### src/rtl/rfsh_timer_pkg.sv
package rfsh_timer_pkg;
   typedef enum logic [1:0] {
      LOC_COUNT   = 2'd0,
      LOC_COMPARE = 2'd1,
      LOC_CTRL    = 2'd2,
      LOC_REFRESH = 2'd3
   } loc_e;

   function automatic loc_e decode_loc(input logic [1:0] a);
      return loc_e'(a);
   endfunction
endpackage

### src/rtl/rfsh_prescaler.sv
module rfsh_prescaler #(
   parameter int SEL_W = 3,
   parameter int DIV_W = 16,
   parameter logic [((1 << SEL_W) - 1) * DIV_W - 1:0] DIV_TABLE =
      {16'd64, 16'd32, 16'd16, 16'd8, 16'd4, 16'd2, 16'd1}
) (
   input  logic             clk,
   input  logic             rst_n,
   input  logic [SEL_W-1:0] sel,
   input  logic             restart,
   output logic             tick
);
   localparam int NSEL = 1 << SEL_W;

   logic [DIV_W-1:0] last_phase [NSEL];
   logic [DIV_W-1:0] phase_q;
   logic             at_end;

   for (genvar i = 0; i < NSEL; i++) begin : g_div
      if (i == 0) begin : g_stop
         assign last_phase[i] = '0;
      end else begin : g_run
         localparam logic [DIV_W-1:0] DIVISOR = DIV_TABLE[(i-1)*DIV_W +: DIV_W];
         if (DIVISOR == '0) begin : g_bad
            $error("rfsh_prescaler: divisor table entry %0d is zero", i);
         end
         assign last_phase[i] = DIVISOR - 1'b1;
      end
   end

   assign at_end = (phase_q == last_phase[sel]);
   assign tick   = (sel != '0) && at_end;

   always_ff @(posedge clk or negedge rst_n) begin
      if (!rst_n) begin
         phase_q <= '0;
      end else if (restart || (sel == '0) || at_end) begin
         phase_q <= '0;
      end else begin
         phase_q <= phase_q + 1'b1;
      end
   end
endmodule

### src/rtl/rfsh_count.sv
module rfsh_count #(
   parameter int CNT_W = 8
) (
   input  logic             clk,
   input  logic             rst_n,
   input  logic             tick,
   input  logic [CNT_W-1:0] cmp,
   input  logic             load,
   input  logic [CNT_W-1:0] load_val,
   output logic [CNT_W-1:0] count,
   output logic             match
);
   logic [CNT_W-1:0] count_q;

   assign match = tick && (count_q == cmp) && !load;
   assign count = count_q;

   always_ff @(posedge clk or negedge rst_n) begin
      if (!rst_n) begin
         count_q <= '0;
      end else if (load) begin
         count_q <= load_val;
      end else if (match) begin
         count_q <= '0;
      end else if (tick) begin
         count_q <= count_q + 1'b1;
      end
   end
endmodule

### src/rtl/rfsh_regs.sv
module rfsh_regs
   import rfsh_timer_pkg::*;
#(
   parameter int CNT_W = 8,
   parameter int SEL_W = 3
) (
   input  logic             clk,
   input  logic             rst_n,
   input  logic             wr_en,
   input  logic             rd_en,
   input  logic [1:0]       addr,
   input  logic [CNT_W-1:0] wdata,
   input  logic             match,
   output logic [CNT_W-1:0] cmp,
   output logic [SEL_W-1:0] sel,
   output logic             cmie,
   output logic             flag,
   output logic             ren,
   output logic             cnt_wr,
   output logic             sel_restart
);
   localparam int CMIE_BIT = SEL_W;
   localparam int FLAG_BIT = SEL_W + 1;

   loc_e loc;
   logic ctrl_wr;
   logic clear_ok;
   logic arm_q;

   assign loc         = decode_loc(addr);
   assign ctrl_wr     = wr_en && (loc == LOC_CTRL);
   assign cnt_wr      = wr_en && (loc == LOC_COUNT);
   assign clear_ok    = ctrl_wr && !wdata[FLAG_BIT] && arm_q;
   assign sel_restart = ctrl_wr && (wdata[SEL_W-1:0] != sel);

   always_ff @(posedge clk or negedge rst_n) begin
      if (!rst_n) begin
         cmp  <= '0;
         sel  <= '0;
         cmie <= 1'b0;
         ren  <= 1'b0;
      end else if (wr_en) begin
         case (loc)
            LOC_COMPARE: cmp <= wdata;
            LOC_CTRL: begin
               sel  <= wdata[SEL_W-1:0];
               cmie <= wdata[CMIE_BIT];
            end
            LOC_REFRESH: ren <= wdata[0];
            default: ;
         endcase
      end
   end

   always_ff @(posedge clk or negedge rst_n) begin
      if (!rst_n) begin
         flag  <= 1'b0;
         arm_q <= 1'b0;
      end else begin
         if (match) begin
            flag <= 1'b1;
         end else if (clear_ok) begin
            flag <= 1'b0;
         end
         if (rd_en && (loc == LOC_CTRL) && flag) begin
            arm_q <= 1'b1;
         end else if (clear_ok) begin
            arm_q <= 1'b0;
         end
      end
   end
endmodule

### src/rtl/rfsh_timer.sv
module rfsh_timer
   import rfsh_timer_pkg::*;
#(
   parameter int CNT_W = 8,
   parameter int SEL_W = 3,
   parameter int DIV_W = 16,
   parameter logic [((1 << SEL_W) - 1) * DIV_W - 1:0] DIV_TABLE =
      {16'd64, 16'd32, 16'd16, 16'd8, 16'd4, 16'd2, 16'd1}
) (
   input  logic             clk,
   input  logic             rst_n,
   input  logic             wr_en,
   input  logic             rd_en,
   input  logic [1:0]       addr,
   input  logic [CNT_W-1:0] wdata,
   output logic [CNT_W-1:0] rdata,
   output logic             irq,
   output logic             rfsh_req
);
   if (SEL_W < 1) begin : g_bad_sel
      $error("rfsh_timer: SEL_W must be at least 1");
   end
   if (CNT_W < SEL_W + 2) begin : g_bad_cnt
      $error("rfsh_timer: CNT_W too narrow for the control/status word");
   end

   logic [CNT_W-1:0] cmp_q;
   logic [SEL_W-1:0] sel_q;
   logic             cmie_q;
   logic             flag_q;
   logic             ren_q;
   logic             cnt_wr;
   logic             sel_restart;
   logic             tick;
   logic             match;
   logic [CNT_W-1:0] count;
   logic             req_q;

   rfsh_regs #(.CNT_W(CNT_W), .SEL_W(SEL_W)) u_regs (
      .clk(clk), .rst_n(rst_n), .wr_en(wr_en), .rd_en(rd_en), .addr(addr),
      .wdata(wdata), .match(match), .cmp(cmp_q), .sel(sel_q), .cmie(cmie_q),
      .flag(flag_q), .ren(ren_q), .cnt_wr(cnt_wr), .sel_restart(sel_restart)
   );

   rfsh_prescaler #(.SEL_W(SEL_W), .DIV_W(DIV_W), .DIV_TABLE(DIV_TABLE)) u_pre (
      .clk(clk), .rst_n(rst_n), .sel(sel_q), .restart(sel_restart), .tick(tick)
   );

   rfsh_count #(.CNT_W(CNT_W)) u_cnt (
      .clk(clk), .rst_n(rst_n), .tick(tick), .cmp(cmp_q), .load(cnt_wr),
      .load_val(wdata), .count(count), .match(match)
   );

   always_ff @(posedge clk or negedge rst_n) begin
      if (!rst_n) begin
         req_q <= 1'b0;
      end else begin
         req_q <= match && ren_q;
      end
   end

   always_comb begin
      rdata = '0;
      case (decode_loc(addr))
         LOC_COUNT:   rdata = count;
         LOC_COMPARE: rdata = cmp_q;
         LOC_CTRL: begin
            rdata[SEL_W-1:0] = sel_q;
            rdata[SEL_W]     = cmie_q;
            rdata[SEL_W+1]   = flag_q;
         end
         LOC_REFRESH: rdata[0] = ren_q;
         default: rdata = '0;
      endcase
   end

   assign irq      = flag_q && cmie_q;
   assign rfsh_req = req_q;
endmodule

### config.mk
export PLATFORM = sky130hd
export DESIGN_NAME = rfsh_timer
export DESIGN_NICKNAME = d
export VERILOG_FILES = /design/src/rtl/rfsh_timer_pkg.sv /design/src/rtl/rfsh_prescaler.sv /design/src/rtl/rfsh_count.sv /design/src/rtl/rfsh_regs.sv /design/src/rtl/rfsh_timer.sv
export SDC_FILE = /design/constraint.sdc
export NUM_CORES = 1
export LEC_CHECK = 0
export BUFFER_PORTS_ARGS = -buffer_cell sky130_fd_sc_hd__clkbuf_2
export CORE_UTILIZATION = 45
export CTS_CLUSTER_SIZE = 8
export DETAILED_ROUTE_END_ITERATION = 6
export PLACE_DENSITY = 0.68
export SYNTH_ARGS = -nofsm -noshare
export SYNTH_HDL_FRONTEND = slang
export SYNTH_SLANG_ARGS = --single-unit
### constraint.sdc
create_clock -name clk -period 4.25 [get_ports clk]
set_input_delay 0.2125 -clock clk [delete_from_list [all_inputs] [get_ports clk]]
set_output_delay 0.2125 -clock clk [all_outputs]
set_load 0.005 [all_outputs]
==> After elaboration in Yosys (flattened, before gate mapping) <==
Memories as Yosys holds them, arrays and structs flattened.
Index checks and enable logic that the tools add are counted.
{ "word_totals": {"regBits": 40, "latch_bits": 0, "ramBits": 0, "rom_bits": 128, "inputBits": 14, "output_inout_bits": 10, "elab_cells": 57, "mem_count": 1} }
{ "mem_list": {"columns": ["memory", "depth", "width", "read_ports", "rd_ports_with_merged_regs", "write_ports", "line", "text"], "rows": [
  ["(no name shown)", 8, 16, 1, 0, 0, "rfsh_prescaler.sv:31", "assign at_end = (phase_q == last_phase[sel]);"]
]} }
{ "classes": {"n_addsub": 2, "n_mul": 0, "n_div": 0, "n_lt_le_gt_ge": 1, "n_eq_ne": 6, "shifts": 0, "n_mux": 12, "bitwise_logic": 1, "n_reduce_logical": 25} }
{ "ops": {"columns": ["operator", "n"], "rows": [
  ["16-bit two-way mux", 3],
  ["8-bit two-way mux", 3],
  ["16-bit by 1-bit adder with 16-bit output, second input constant", 1],
  ["16-bit equality test", 1],
  ["1-bit logical AND", 12],
  ["4-bit one-hot mux with 3 select lines", 1],
  ["8-bit by 1-bit adder with 8-bit output, second input constant", 1],
  ["8-bit equality test", 1],
  ["3-bit one-hot mux with 2 select lines", 1],
  ["2-bit AND reduction", 3],
  ["3-bit nonzero test", 2],
  ["2-bit equality test, second input constant", 2],
  ["4-bit greater-or-equal comparator, second input constant", 1],
  ["3-bit NOT with 4-bit output", 1],
  ["1-bit one-hot mux with 4 select lines", 1],
  ["2-bit nonzero test", 2],
  ["3-bit logical NOT", 1],
  ["1-bit two-way mux", 3],
  ["3-bit inequality test", 1],
  ["2-bit by 1-bit equality test with 1-bit output, second input constant", 1],
  ["1-bit logical NOT", 2],
  ["2-bit logical NOT", 1],
  ["1-bit logical OR", 2]
]} }

==> Depth between registers and ports, before layout <==
Gate-level depths: netlist (run 1).
{ "depth": {"word_depth": 10, "depth_mapped": 8, "mapped_depth_nobuf": 6} }

==> Cells and area by module <==
Synthesis (run 1) repeated with hierarchy kept, for this count alone.
{ "unflattened": {"hier_cells": 240, "area_unflattened_um2": 2507.4} }
{ "modules_own_cells": {"columns": ["mod", "instances", "cells_each", "area_per_inst_um2", "seq_area_each_um2"], "rows": [
  ["rfsh_prescaler", 1, 104, 972.2, 400.4],
  ["rfsh_count", 1, 74, 701.9, 200.2],
  ["rfsh_regs", 1, 41, 631.9, 375.4],
  ["rfsh_timer", 1, 21, 201.4, 25.0]
]} }

==> Least setup slack after synthesis (run 1) <==
OpenSTA, ideal clock, no wires.
{ "synth_path": {"path_type": "register to register", "from": "register u_regs.sel[1]", "to": "register u_cnt.count_q[2] (netlist: u_cnt.count[2])", "arrival_time_ns": 1.859, "required_ns": 4.168, "path_slack_ns": 2.310, "stages_incl_launch_ff": 7, "path_buffers": 1, "period_less_slack_ns": 1.940, "path_cell_list": "dfrtp_1 buf_6 or4_4 a21oi_4 o2111ai_4 or3b_1 a31oi_1"} }
{ "synth_via": {"elab_chain_len": 10, "word_cells_on_any_way": 12, "classes_between": "eq/ne: 1; mux: 4; bitwise: 1; reduce/logical: 5; memory: 1"} }
{ "synth_lines": {"columns": ["item", "line", "text"], "rows": [
  ["from (decl)", "rfsh_regs.sv:15", "output logic [SEL_W-1:0] sel,"],
  ["from (signal assigned)", "rfsh_regs.sv:46", "sel <= wdata[SEL_W-1:0];"],
  ["3-bit NOT with 4-bit output (implied by the code)", "rfsh_prescaler.sv:31", null],
  ["memory read 8 x 16 bit", null, null],
  ["16-bit two-way mux (implied by the code) (2 in a row)", "rfsh_prescaler.sv:31", null],
  ["16-bit equality test", "rfsh_prescaler.sv:31", null],
  ["1-bit logical AND *", "rfsh_prescaler.sv:32", "assign tick = (sel != '0) && at_end;"],
  ["1-bit logical AND (2 in a row)", "rfsh_count.sv:15", "assign match = tick && (count_q == cmp) && !load;"],
  ["8-bit two-way mux", "rfsh_count.sv:23", "end else if (match) begin"],
  ["8-bit two-way mux", "rfsh_count.sv:21", "end else if (load) begin"],
  ["to (signal assigned)", "rfsh_count.sv:22", "count_q <= load_val;"],
  ["to (signal assigned)", "rfsh_count.sv:26", "count_q <= count_q + 1'b1;"],
  ["to (decl)", "rfsh_count.sv:13", "logic [CNT_W-1:0] count_q;"]
]} }
Every way passes the cells marked *; elsewhere a longest branch is shown, timed or not. The select of a mux whose other input is x is not followed.
A chain may end at the register's enable or synchronous reset.

==> Final worst setup path (run 1) <==
{ "layout_path": {"from": "register u_regs.sel[2]", "to": "register u_cnt.count_q[1] (netlist: u_cnt.count[1])"} }
The elaborated chain is that of the path after synthesis.

==> impl_summary.txt, run 1 <==
----------------------------------------------------
[GRT]
  Initial antenna violation count ... 0
  Largest net degree at the start of global routing ... 41
  Vias in the first global route ... 1671
  Overall overflow remaining after global route ... 0
  Global-route total usage across every layer ... 0.1916
  Global-route wire length before repair ... 7900 um

[Placed design]
  Hpwl dp ... 3344 um
  RePlAce Congestion ... 0.7744
  Placed cells ... 320
  Worst slack at placement ... 1.909 ns
  Count of input and output buffers ... 23

[Floorplanning]
  Total Die Area ... 0.005492 mm^2
  Die Height ... 74.11 um
  Initial Utilization ... 0.4826
  Placeable core area ... 0.004848 mm^2
  Boundary pin count ... 24
  Die W ... 74.11 um
  Row count ... 25

[Timing]
  Total count of hold-check failures in the final report ... 0
  Slew Limit Headroom ... 0.3530
  Slew at the pin with the worst max-slew slack ... 0.9705 ns
  Total negative slack for setup checks ... 0 ns
  Time the final worst path needs with I/O delays and setup ... 2.363 ns
  Final setup viols ... 0
  Count of final max-slew check failures ... 0
  Fmax ... 423.3 MHz
  Final worst slack ... 1.887 ns
  Crit share post-route ... 0.5559
  Worst setup skew after layout ... 0.005780 ns
  Setup repair after global routing missed its margin ... false

[Synth]
  Fraction of post-synthesis cell area in the top cell type by area ... 0.4278
  Synth area leaders ... sky130_fd_sc_hd__dfrtp_1 (43%), sky130_fd_sc_hd__xor2_1 (6.7%), sky130_fd_sc_hd__mux2_2 (6.3%)
  Syn. warnings ... 0
  Total standard cell area after synthesis ... 0.002340 mm^2
  Dominant register cell in the synthesized netlist ... sky130_fd_sc_hd__dfrtp_1
  Cell with the most instances after synthesis ... sky130_fd_sc_hd__dfrtp_1
  Dominant cell type by area after synthesis ... sky130_fd_sc_hd__dfrtp_1
  Share of the yosys chip area belonging to registers ... 0.4278
  Post-synth EDFFs ... 0
  Number of flip-flops and latches in the synthesized netlist ... 40
  Post-synthesis cell type count ... 41
  Gate count after technology mapping ... 238
  Share of synthesized registers carrying an async set or reset ... 1.000
  Post-Synthesis Net Count ... 254
  Top cell types by occurrence after synthesis ... sky130_fd_sc_hd__dfrtp_1 (40), sky130_fd_sc_hd__nor2_1 (34), sky130_fd_sc_hd__xor2_1 (18)
  Synthesized area divided by synthesized cell count ... 9.831 um^2

[Setup path]
  Required @ worst endpoint ... 4.47 ns
  Kind of capture point of the worst setup path ... register
  Maximum fanout encountered on the critical timing path ... 13
  Kind of start point of the critical path ... register
  Type of the worst setup path ... register to register
  Arrival time reported for the critical path endpoint ... 2.58 ns

[Clock network]
  Clk_lat worst skew ... 0.29 ns
  CTS HTree Levels ... 2
  CTS tree ... yes
  Longest Clk Path Bufs ... 2
  Sinks on the clock net ... 40
  Post_cts resized ... 0
  Number of buffers created by CTS ... 5
  Clock Tree Root ... sky130_fd_sc_hd__clkbuf_8
  CTS hold repair buffers ... 0
  Number of buffers inserted to repair setup after CTS ... 0
  Post-CTS clock slew at the launch and capture registers of the worst setup and hold paths ... 0.07 ns

[Layout]
  Final Non-Filler Cells ... 328
  Fraction of layout instances using a drive strength above 1 ... 0.1992
  Synth-to-layout area growth ... 10.75%
  Filler cell count in the final layout ... 447
  Count of nets after finishing ... 276
  Number of diodes added for antenna fixing ... 0

[Power]
  Maximum vdd drop ... 191.0 uV
  Leakage power total ... 0.001108 uW
  Pwr/cell area ... 449.9 mW/mm^2

[Worst hold path]
  HP Class ... primary input to async pin

[Route]
  ANT nets after route ... 0
  Mean number of vias per cell ... 5.338
  Per-cell routed wire length ... 14.47 um
  DR DRC count ... 0
  First-pass iteration count of the detailed router ... 4
  DRC violation total after the first TritonRoute iteration ... 119
  Number of vias in the routed layout ... 1751
  Final Routed Wirelength ... 4745 um

[Run]
  Number of violations of the max-capacitance limit ... 0

[Outcome]
  Run status ... finished clean

----------------------------------------------------
==> sequential cells by signal, summed over array words and instances, names as in the netlist <==
name	cells
u_regs.arm_q	1
u_regs.cmie	1
u_regs.ren	1
u_regs.cmp	8
u_pre.phase_q	16
rfsh_req	1
u_cnt.count	8
u_regs.flag	1
u_regs.sel	3
==> cells in the final DEF, fill, tap and decap left out, types with 2 or more instances in the layout <==
cell type                   n
sky130_fd_sc_hd__clkbuf_1   2
sky130_fd_sc_hd__nor2b_1    3
sky130_fd_sc_hd__and3_1     7
sky130_fd_sc_hd__clkbuf_8   6
sky130_fd_sc_hd__xnor2_1   10
sky130_fd_sc_hd__nand3_1    9
sky130_fd_sc_hd__xor2_1    18
sky130_fd_sc_hd__nor2_1    34
sky130_fd_sc_hd__a31oi_1    9
sky130_fd_sc_hd__inv_1      3
sky130_fd_sc_hd__nor4_1     5
sky130_fd_sc_hd__and4_1     2
sky130_fd_sc_hd__o21ai_0   14
sky130_fd_sc_hd__o211ai_1   2
sky130_fd_sc_hd__dfrtp_1   40
sky130_fd_sc_hd__nor3_1     3
sky130_fd_sc_hd__or3_1      2
sky130_fd_sc_hd__nand3b_1   3
sky130_fd_sc_hd__ha_1       2
sky130_fd_sc_hd__mux2i_1    7
sky130_fd_sc_hd__mux2_2    13
sky130_fd_sc_hd__and2_1     3
sky130_fd_sc_hd__nand2_1   16
sky130_fd_sc_hd__clkbuf_2  23
sky130_fd_sc_hd__or3b_1     5
sky130_fd_sc_hd__a21oi_4    2
sky130_fd_sc_hd__nand4_1    4
==> where the power goes <==
group	internal (uW)	leakage [uW]	switching, uW
clock	132	0.0000455	124
combinational	172	0.000559	182
sequential	449	0.000503	107
total	753	0.00111	413
==> critical path: stages, from the launching register on <==
cell	delay, ns
sky130_fd_sc_hd__dfrtp_1	0.53
sky130_fd_sc_hd__or4_4	0.61
sky130_fd_sc_hd__a21oi_4	0.19
sky130_fd_sc_hd__o211ai_1	0.35
sky130_fd_sc_hd__or3b_1	0.45
sky130_fd_sc_hd__a31oi_1	0.16
==> stage by stage <==
stage               hold WS (ns)  utilization  cell area (um^2)  power (uW)
floorplan               -0.08309            -              2340       811.5
global placement          0.4340       0.5159              2501       906.8
detailed placement        0.4290       0.5159              2501       915.4
CTS                       0.1109       0.5345              2591        1178
global route              0.1600       0.5345              2591        1245
finish                   0.06287       0.5345              2591        1166
==> area by class of cell <==
class                      instances  area [um^2]  area share
timing repair buffer              24        122.6     0.04732
clock buffer                       8        90.09     0.03477
tap                               67        83.83     0.03235
sequential                        40         1001      0.3863
multi-input combinational        186         1282      0.4949
inverter                           3        11.26    0.004346
==> cells by family after synthesis <==
group                    Yosys count  share of synthesized area
adder cells (fa/ha/maj)            2                    0.01069
buffers and inverters             12                    0.02406
multiplexers                      21                     0.1021
AO/OA/AOI/OAI                     29                    0.08770
XOR/XNOR                          28                     0.1048
AND/OR/NAND/NOR                  106                     0.2428
flip-flops                        40                     0.4278
==> worst paths after layout <==
kind / from / to / slack (ns) / depth (start not counted)
worst max register to register: u_regs.sel[2] / u_cnt.count[1] / 1.89 / 5
worst max-delay path: u_regs.sel[2] / u_cnt.count[1] / 1.89 / 5
worst min register to register: u_regs.flag / u_regs.flag / 0.51 / 2
max in group asynchronous: rst_n / u_regs.sel[1] / 3.57 / 1
min in group clk: rd_en / u_regs.arm_q / 0.15 / 3
worst min-delay path: rst_n / u_cnt.count[2] / 0.06 / 1
==> routing by layer <==
metal,share of wire,global-route usage,vias up
li1,-,-,878
met1,0.50,0.2694,835
met2,0.44,0.2919,32
met3,0.041,0.04336,6
met4,0.012,0.06410,0
met5,0,0,-
No activity file was read; power rests on OpenSTA's default activity.
==> inputs of run 2 (changes only) <==
==> constraint.sdc (replaced) <==
create_clock -name clk -period 2.3 [get_ports clk]
set_input_delay 0.115 -clock clk [delete_from_list [all_inputs] [get_ports clk]]
set_output_delay 0.115 -clock clk [all_outputs]
set_load 0.005 [all_outputs]
==> impl_summary.txt, run 2 (synthesis results as in run 1) <==
----------------------------------------------------
[Floorplanning]
  Boundary pin count ... 24
  Initial Utilization ... 0.4826
  Die W ... 74.11 um
  Die Height ... 74.11 um
  Placeable core area ... 0.004848 mm^2
  Total Die Area ... 0.005492 mm^2
  Row count ... 25

[Run]
  Number of violations of the max-capacitance limit ... 0

[Worst hold path]
  Cell depth of the worst min-delay path ... 3
  Worst Hold Endpoint ... u_regs.arm_q
  Startpoint of the most critical hold path ... rd_en
  HP Class ... primary input to register

[Clock network]
  Number of buffers inserted to repair setup after CTS ... 0
  Post-CTS clock slew at the launch and capture registers of the worst setup and hold paths ... 0.08 ns
  CTS hold repair buffers ... 1
  Number of buffers created by CTS ... 5
  Post_cts resized ... 0
  Longest Clk Path Bufs ... 2
  CTS tree ... yes
  CTS HTree Levels ... 2
  Sinks on the clock net ... 40
  Clock Tree Root ... sky130_fd_sc_hd__clkbuf_8
  Clk_lat worst skew ... 0.29 ns

[Route]
  DRC violation total after the first TritonRoute iteration ... 100
  Number of vias in the routed layout ... 1810
  Mean number of vias per cell ... 5.419
  Final Routed Wirelength ... 4876 um
  First-pass iteration count of the detailed router ... 4
  ANT nets after route ... 0
  Per-cell routed wire length ... 14.60 um
  DR DRC count ... 0

[Setup path]
  Kind of capture point of the worst setup path ... register
  Kind of start point of the critical path ... register
  Maximum fanout encountered on the critical timing path ... 9
  Required @ worst endpoint ... 2.51 ns
  Cell repeated most along the worst path ... sky130_fd_sc_hd__a31oi_1
  R2R Setup Slk ... 0.20 ns
  Logic depth of the worst setup path including buffers ... 7
  Cell-by-cell listing of the critical path ... buf_4 -> nor4bb_1 -> a31oi_1 -> a21oi_4 -> o2111ai_4 -> or3b_1 -> a31oi_1
  Slowest stage cell on the critical path ... sky130_fd_sc_hd__dfrtp_1
  Endpoint of the lowest-slack register-to-register path ... u_cnt.count[2]
  Type of the worst setup path ... register to register
  Maximum single-stage delay on the critical path ... 0.48 ns
  Count of cells along the worst register-to-register path ... 7
  Arrival time reported for the critical path endpoint ... 2.32 ns
  Reg2Reg Launch Point ... u_regs.sel[2]
  Dominant delay contributor by cell family on the critical path ... simple AND/OR/NAND/NOR gates
  Combined buffer and inverter count along the critical path ... 1

[Layout]
  Largest reg by FF count ... u_pre.phase_q
  Final instance area ... 0.002639 mm^2
  Filler cell count in the final layout ... 458
  Most used cells in the layout excluding fill and tap cells ... sky130_fd_sc_hd__dfrtp_1 (40), sky130_fd_sc_hd__nor2_1 (34), sky130_fd_sc_hd__clkbuf_2 (23), sky130_fd_sc_hd__xor2_1 (18), sky130_fd_sc_hd__nand2_1 (16)
  Fraction of layout instances using a drive strength above 1 ... 0.2135
  Count of nets after finishing ... 282
  Final Non-Filler Cells ... 334
  Commonest non-fill, non-tap cell in the layout ... sky130_fd_sc_hd__dfrtp_1
  Area used by sequential logic in the layout ... 0.001001 mm^2
  Number of diodes added for antenna fixing ... 0
  Number of flip-flops under the largest register name ... 16
  Multi-input combinational cell area ... 0.001282 mm^2
  Synth-to-layout area growth ... 12.78%

[GRT]
  Vias in the first global route ... 1694
  Global-route total usage across every layer ... 0.1998
  Initial antenna violation count ... 0
  Overall overflow remaining after global route ... 0
  Global-route wire length before repair ... 8121 um
  Largest net degree at the start of global routing ... 41

[Power]
  Pwr/cell area ... 830.5 mW/mm^2
  Leakage power total ... 0.001136 uW
  Maximum vdd drop ... 422.9 uV

[Placed design]
  Hpwl dp ... 3400 um
  Cell area after placement ... 0.002539 mm^2
  Count of input and output buffers ... 23
  Placed cells ... 325
  RePlAce Congestion ... 0.8421

[Timing]
  Time the final worst path needs with I/O delays and setup ... 2.101 ns
  Setup repair after global routing missed its margin ... false
  Slew Limit Headroom ... 0.6434
  Slew at the pin with the worst max-slew slack ... 0.5293 ns
  Crit share post-route ... 0.9137
  Count of final max-slew check failures ... 0
  Fmax ... 475.9 MHz
  Total count of hold-check failures in the final report ... 0
  Final setup viols ... 0
  Worst setup skew after layout ... 0.005943 ns
  Total negative slack for setup checks ... 0 ns

[Outcome]
  Run status ... finished clean

----------------------------------------------------
## run 2: cell types whose count changed in the layout (fill, tap and decap cells not counted), sizes merged
cell | previous run | this run
buf | 1 | 6
dlygate4sd3 | 0 | 1
## run 2: cell type report
cell class,instances,share of cell area
clock buffers,8,0.03414
repair buffers,30,0.06449
flip-flops and latches,40,0.3793
multi-input cells,186,0.4860
inverters,3,0.004267
well taps,67,0.03177
## run 2: routing by layer
layer,part of all wire,up-vias,wire length (um),GRT usage
li1,-,895,-,-
met1,0.50,868,2442,0.2883
met2,0.45,42,2173,0.2970
met3,0.041,5,198,0.03388
met4,0.013,0,61,0.08333
met5,0,-,0,0
## run 2: worst max path at each step
stage | slack (ns) | from | to
after detailed placement | 0.22 | u_regs.sel[2] | u_cnt.count[2]
after global placement | 0.27 | u_regs.sel[2] | u_cnt.count[2]
after floorplan | 0.36 | u_regs.sel[1] | u_cnt.count[2]
after CTS | 0.20 | u_regs.sel[2] | u_cnt.count[2]
after global routing | 0.01 | u_regs.sel[2] | u_cnt.count[2]
final | 0.20 | u_regs.sel[2] | u_cnt.count[2]
## run 2: where the power goes
group          internal (uW)  leakage, uW  switching (uW)  total (uW)
Sequential               830     0.000503             180        1010
Combinational            341     0.000587             361         703
Clock                    245    0.0000455             234         479
## run 2: tightest hold or removal path, stage by stage
cell,delay (ns)
sky130_fd_sc_hd__clkbuf_2,0.08
sky130_fd_sc_hd__nand3_1,0.07
sky130_fd_sc_hd__nand2_1,0.05
## run 2: through the flow
stage / setup slack (ns) / hold WS [ns] / utilization / total power (uW)
5_1_grt: 0.01414 / 0.07570 / 0.5443 / 2355
4_1_cts: 0.1986 / 0.04988 / 0.5443 / 2204
3_5_place_dp: 0.2150 / 0.2148 / 0.5236 / 1714
6_report: 0.1986 / 0.05602 / 0.5443 / 2192
2_1_floorplan: 0.3595 / -0.1806 / - / 1499
3_3_place_gp: 0.2666 / 0.2148 / 0.5236 / 1702
==> inputs of run 3 (changes only) <==
--- a/config.mk
+++ b/config.mk
@@ -9,7 +9,8 @@
 export CORE_UTILIZATION = 45
 export CTS_CLUSTER_SIZE = 8
 export DETAILED_ROUTE_END_ITERATION = 6
-export PLACE_DENSITY = 0.68
+export PLACE_DENSITY = 0.67
 export SYNTH_ARGS = -nofsm -noshare
 export SYNTH_HDL_FRONTEND = slang
+export SYNTH_HIERARCHICAL = 1
 export SYNTH_SLANG_ARGS = --single-unit
==> impl_summary.txt, run 3 <==
----------------------------------------------------
[Outcome]
  Run status ... finished clean

[Floorplanning]
  Placeable core area ... 0.005238 mm^2
  Boundary pin count ... 24
  Total Die Area ... 0.005874 mm^2
  Initial Utilization ... 0.4787
  Die Height ... 76.65 um
  Row count ... 26
  Die W ... 76.65 um

[Power]
  Total power after layout ... 2231 uW
  Leakage power total ... 0.001239 uW
  Pwr/cell area ... 768.2 mW/mm^2
  Maximum vdd drop ... 267.2 uV

[Synth]
  Dominant register cell in the synthesized netlist ... sky130_fd_sc_hd__dfrtp_1
  Post-synth EDFFs ... 0
  Dominant cell type by area after synthesis ... sky130_fd_sc_hd__dfrtp_1
  Cell with the most instances after synthesis ... sky130_fd_sc_hd__dfrtp_1
  Total standard cell area after synthesis ... 0.002507 mm^2
  Fraction of post-synthesis cell area in the top cell type by area ... 0.3992
  Syn. warnings ... 6
  Share of the yosys chip area belonging to registers ... 0.3992
  Synth area leaders ... sky130_fd_sc_hd__dfrtp_1 (40%), sky130_fd_sc_hd__xnor2_1 (7.7%), sky130_fd_sc_hd__mux2_2 (5.8%)
  Gate count after technology mapping ... 240
  Post-Synthesis Net Count ... 256
  Number of flip-flops and latches in the synthesized netlist ... 40
  Share of synthesized registers carrying an async set or reset ... 1.000
  Top cell types by occurrence after synthesis ... sky130_fd_sc_hd__dfrtp_1 (40), sky130_fd_sc_hd__xnor2_1 (22), sky130_fd_sc_hd__nor2_1 (14), sky130_fd_sc_hd__nor3_1 (14)
  Synthesized area divided by synthesized cell count ... 10.45 um^2
  Post-synthesis cell type count ... 57

[Clock network]
  Sinks on the clock net ... 40
  CTS tree ... yes
  Longest Clk Path Bufs ... 2
  Number of buffers created by CTS ... 5
  Clk_lat worst skew ... 0.30 ns
  Clock Tree Root ... sky130_fd_sc_hd__clkbuf_8
  Post-CTS clock slew at the launch and capture registers of the worst setup and hold paths ... 0.08 ns
  CTS HTree Levels ... 2

[Layout]
  Post-layout utilization of the core ... 0.5545
  Synth-to-layout area growth ... 15.82%
  Filler cell count in the final layout ... 476
  Most used cells in the layout excluding fill and tap cells ... sky130_fd_sc_hd__dfrtp_1 (40), sky130_fd_sc_hd__clkbuf_2 (23), sky130_fd_sc_hd__xnor2_1 (22), sky130_fd_sc_hd__buf_4 (18), sky130_fd_sc_hd__nor2_1 (14)
  Area used by sequential logic in the layout ... 0.001001 mm^2
  Number of diodes added for antenna fixing ... 0
  Fraction of layout instances using a drive strength above 1 ... 0.3141
  Multi-input combinational cell area ... 0.001421 mm^2
  Largest reg by FF count ... u_pre/phase_q
  Number of flip-flops under the largest register name ... 16
  Count of nets after finishing ... 293
  Commonest non-fill, non-tap cell in the layout ... sky130_fd_sc_hd__dfrtp_1

[Setup path]
  Kind of start point of the critical path ... register
  Count of cells along the worst register-to-register path ... 8
  Required @ worst endpoint ... 2.50 ns
  Reg2Reg Launch Point ... u_regs/sel[2]
  R2R Setup Slk ... 0.07 ns
  Endpoint of the lowest-slack register-to-register path ... u_cnt/count[7]
  Arrival time reported for the critical path endpoint ... 2.43 ns
  Type of the worst setup path ... register to register
  Maximum fanout encountered on the critical timing path ... 6
  Critical path origin ... u_regs/sel[2]
  Kind of capture point of the worst setup path ... register

[Run]
  Number of violations of the max-capacitance limit ... 0

[GRT]
  Global-route total usage across every layer ... 0.1956
  Global-route wire length before repair ... 8956 um
  Vias in the first global route ... 1749
  Largest net degree at the start of global routing ... 41
  Initial antenna violation count ... 0
  Overall overflow remaining after global route ... 0

[Worst hold path]
  HP Class ... primary input to register
  Worst Hold Endpoint ... u_regs/cmp[7]
  Startpoint of the most critical hold path ... wdata[7]
  Cell depth of the worst min-delay path ... 2

[Timing]
  Total count of hold-check failures in the final report ... 0
  Time the final worst path needs with I/O delays and setup ... 2.235 ns
  Slew at the pin with the worst max-slew slack ... 0.5213 ns
  Crit share post-route ... 0.9716
  Count of final max-slew check failures ... 0
  Final worst slack ... 0.06521 ns
  Slew Limit Headroom ... 0.6525
  Worst setup skew after layout ... 0.007528 ns
  Final setup viols ... 0
  Fmax ... 447.5 MHz
  Setup repair after global routing missed its margin ... true

[Route]
  ANT nets after route ... 0
  DR DRC count ... 0
  Number of vias in the routed layout ... 1991
  Per-cell routed wire length ... 15.82 um
  Mean number of vias per cell ... 5.738
  First-pass iteration count of the detailed router ... 4
  DRC violation total after the first TritonRoute iteration ... 170
  Final Routed Wirelength ... 5488 um

[Placed design]
  Worst slack at placement ... -0.01988 ns
  Hpwl dp ... 3670 um
  RePlAce Congestion ... 0.8189
  Count of input and output buffers ... 23

----------------------------------------------------
==> run 3: changes by cell type after synthesis, moves of 5 or more <==
cell / before / now
sky130_fd_sc_hd__xor2_1: 18 / 2
sky130_fd_sc_hd__o21ai_0: 14 / 2
sky130_fd_sc_hd__xnor2_1: 10 / 22
sky130_fd_sc_hd__a2111oi_2: 0 / 5
sky130_fd_sc_hd__o31ai_1: 0 / 6
sky130_fd_sc_hd__nor2_1: 34 / 14
sky130_fd_sc_hd__a21oi_1: 0 / 5
sky130_fd_sc_hd__nor3_1: 3 / 14
sky130_fd_sc_hd__a211oi_1: 0 / 6
sky130_fd_sc_hd__inv_1: 3 / 12
sky130_fd_sc_hd__a31oi_1: 9 / 1
==> run 3: kinds of logic (layout without fill, tap and decap cells) <==
logic type | count (synthesis) | after routing | synth area share
DFF | 40 | 40 | 0.3992
muxes | 21 | 21 | 0.09531
adders and majority gates | 2 | 2 | 0.009978
xor gates and xnor gates | 26 | 26 | 0.09681
buffers and inverters | 25 | 62 | 0.05039
AOI/OAI and AO/OA | 42 | 42 | 0.1427
and+or+nand+nor | 84 | 84 | 0.2056
==> run 3: power breakdown <==
part / switching [uW] / total [uW] / internal, uW / leakage, uW
Combinational: 405 / 816 / 411 / 0.000677
Clock: 247 / 454 / 207 / 0.0000410
Sequential: 144 / 961 / 817 / 0.000521
==> run 3: area by class of cell <==
class                   instances  share of cell area
well taps                      70             0.03016
clock inverters                 1            0.001723
repair buffers                 43             0.09349
flip-flops and latches         40              0.3447
clock buffers                   6             0.02499
inverters                      12             0.01551
multi-input cells             175              0.4894
==> run 3: critical path, cell delays in order (launching register included) <==
cell and delay (ns):
sky130_fd_sc_hd__dfrtp_1 0.43, sky130_fd_sc_hd__or4bb_1 0.49, sky130_fd_sc_hd__o211ai_1 0.12, sky130_fd_sc_hd__a311o_2 0.20, sky130_fd_sc_hd__and3b_2 0.25, sky130_fd_sc_hd__and3_1 0.17, sky130_fd_sc_hd__nand4_1 0.11, sky130_fd_sc_hd__xor2_1 0.17
sky130_fd_sc_hd__o31ai_1 0.20
==> run 3: layer usage <==
metal / part of all wire / routed length (um) / vias to the layer above / GRT usage
met5: 0 / 0 / - / 0
met4: 0.022 / 118 / 0 / 0.06731
met3: 0.046 / 255 / 13 / 0.04072
met2: 0.44 / 2439 / 51 / 0.2712
met1: 0.49 / 2675 / 971 / 0.2973
li1: - / - / 956 / -
==> run 3: stage by stage <==
step | hold WS (ns) | instance area, um^2 | TNS (ns) | std cells
floorplan | -0.1806 | 2524 | 0 | 240
global placement | 0.2117 | 2763 | 0 | 336
detailed placement | 0.2143 | 2763 | -0.01988 | 336
CTS | 0.05607 | 2855 | 0 | 344
global route | 0.06293 | 2904 | -0.3047 | 347
finish | 0.06393 | 2904 | 0 | 347
==> run 3: timing repair <==
action / in CTS / in global routing
endpoints found under the hold margin: 40 / 0
endpoints found under the setup margin: 2 / 10
hold buffers: 1 / 0
pin swaps: 0 / 3
resized for setup: 1 / 5
setup buffers: 0 / 3
==> run 3: worst max-delay path by stage <==
stage               cells past startpoint        endpoint  slack (ns)
floorplan                               8  u_cnt/count[3]      0.0009
global placement                        9  u_cnt/count[2]        0.09
detailed placement                      8  u_cnt/count[7]       -0.02
CTS                                     8  u_cnt/count[6]        0.03
global route                            8  u_cnt/count[7]       -0.06
finish                                  8  u_cnt/count[7]        0.07
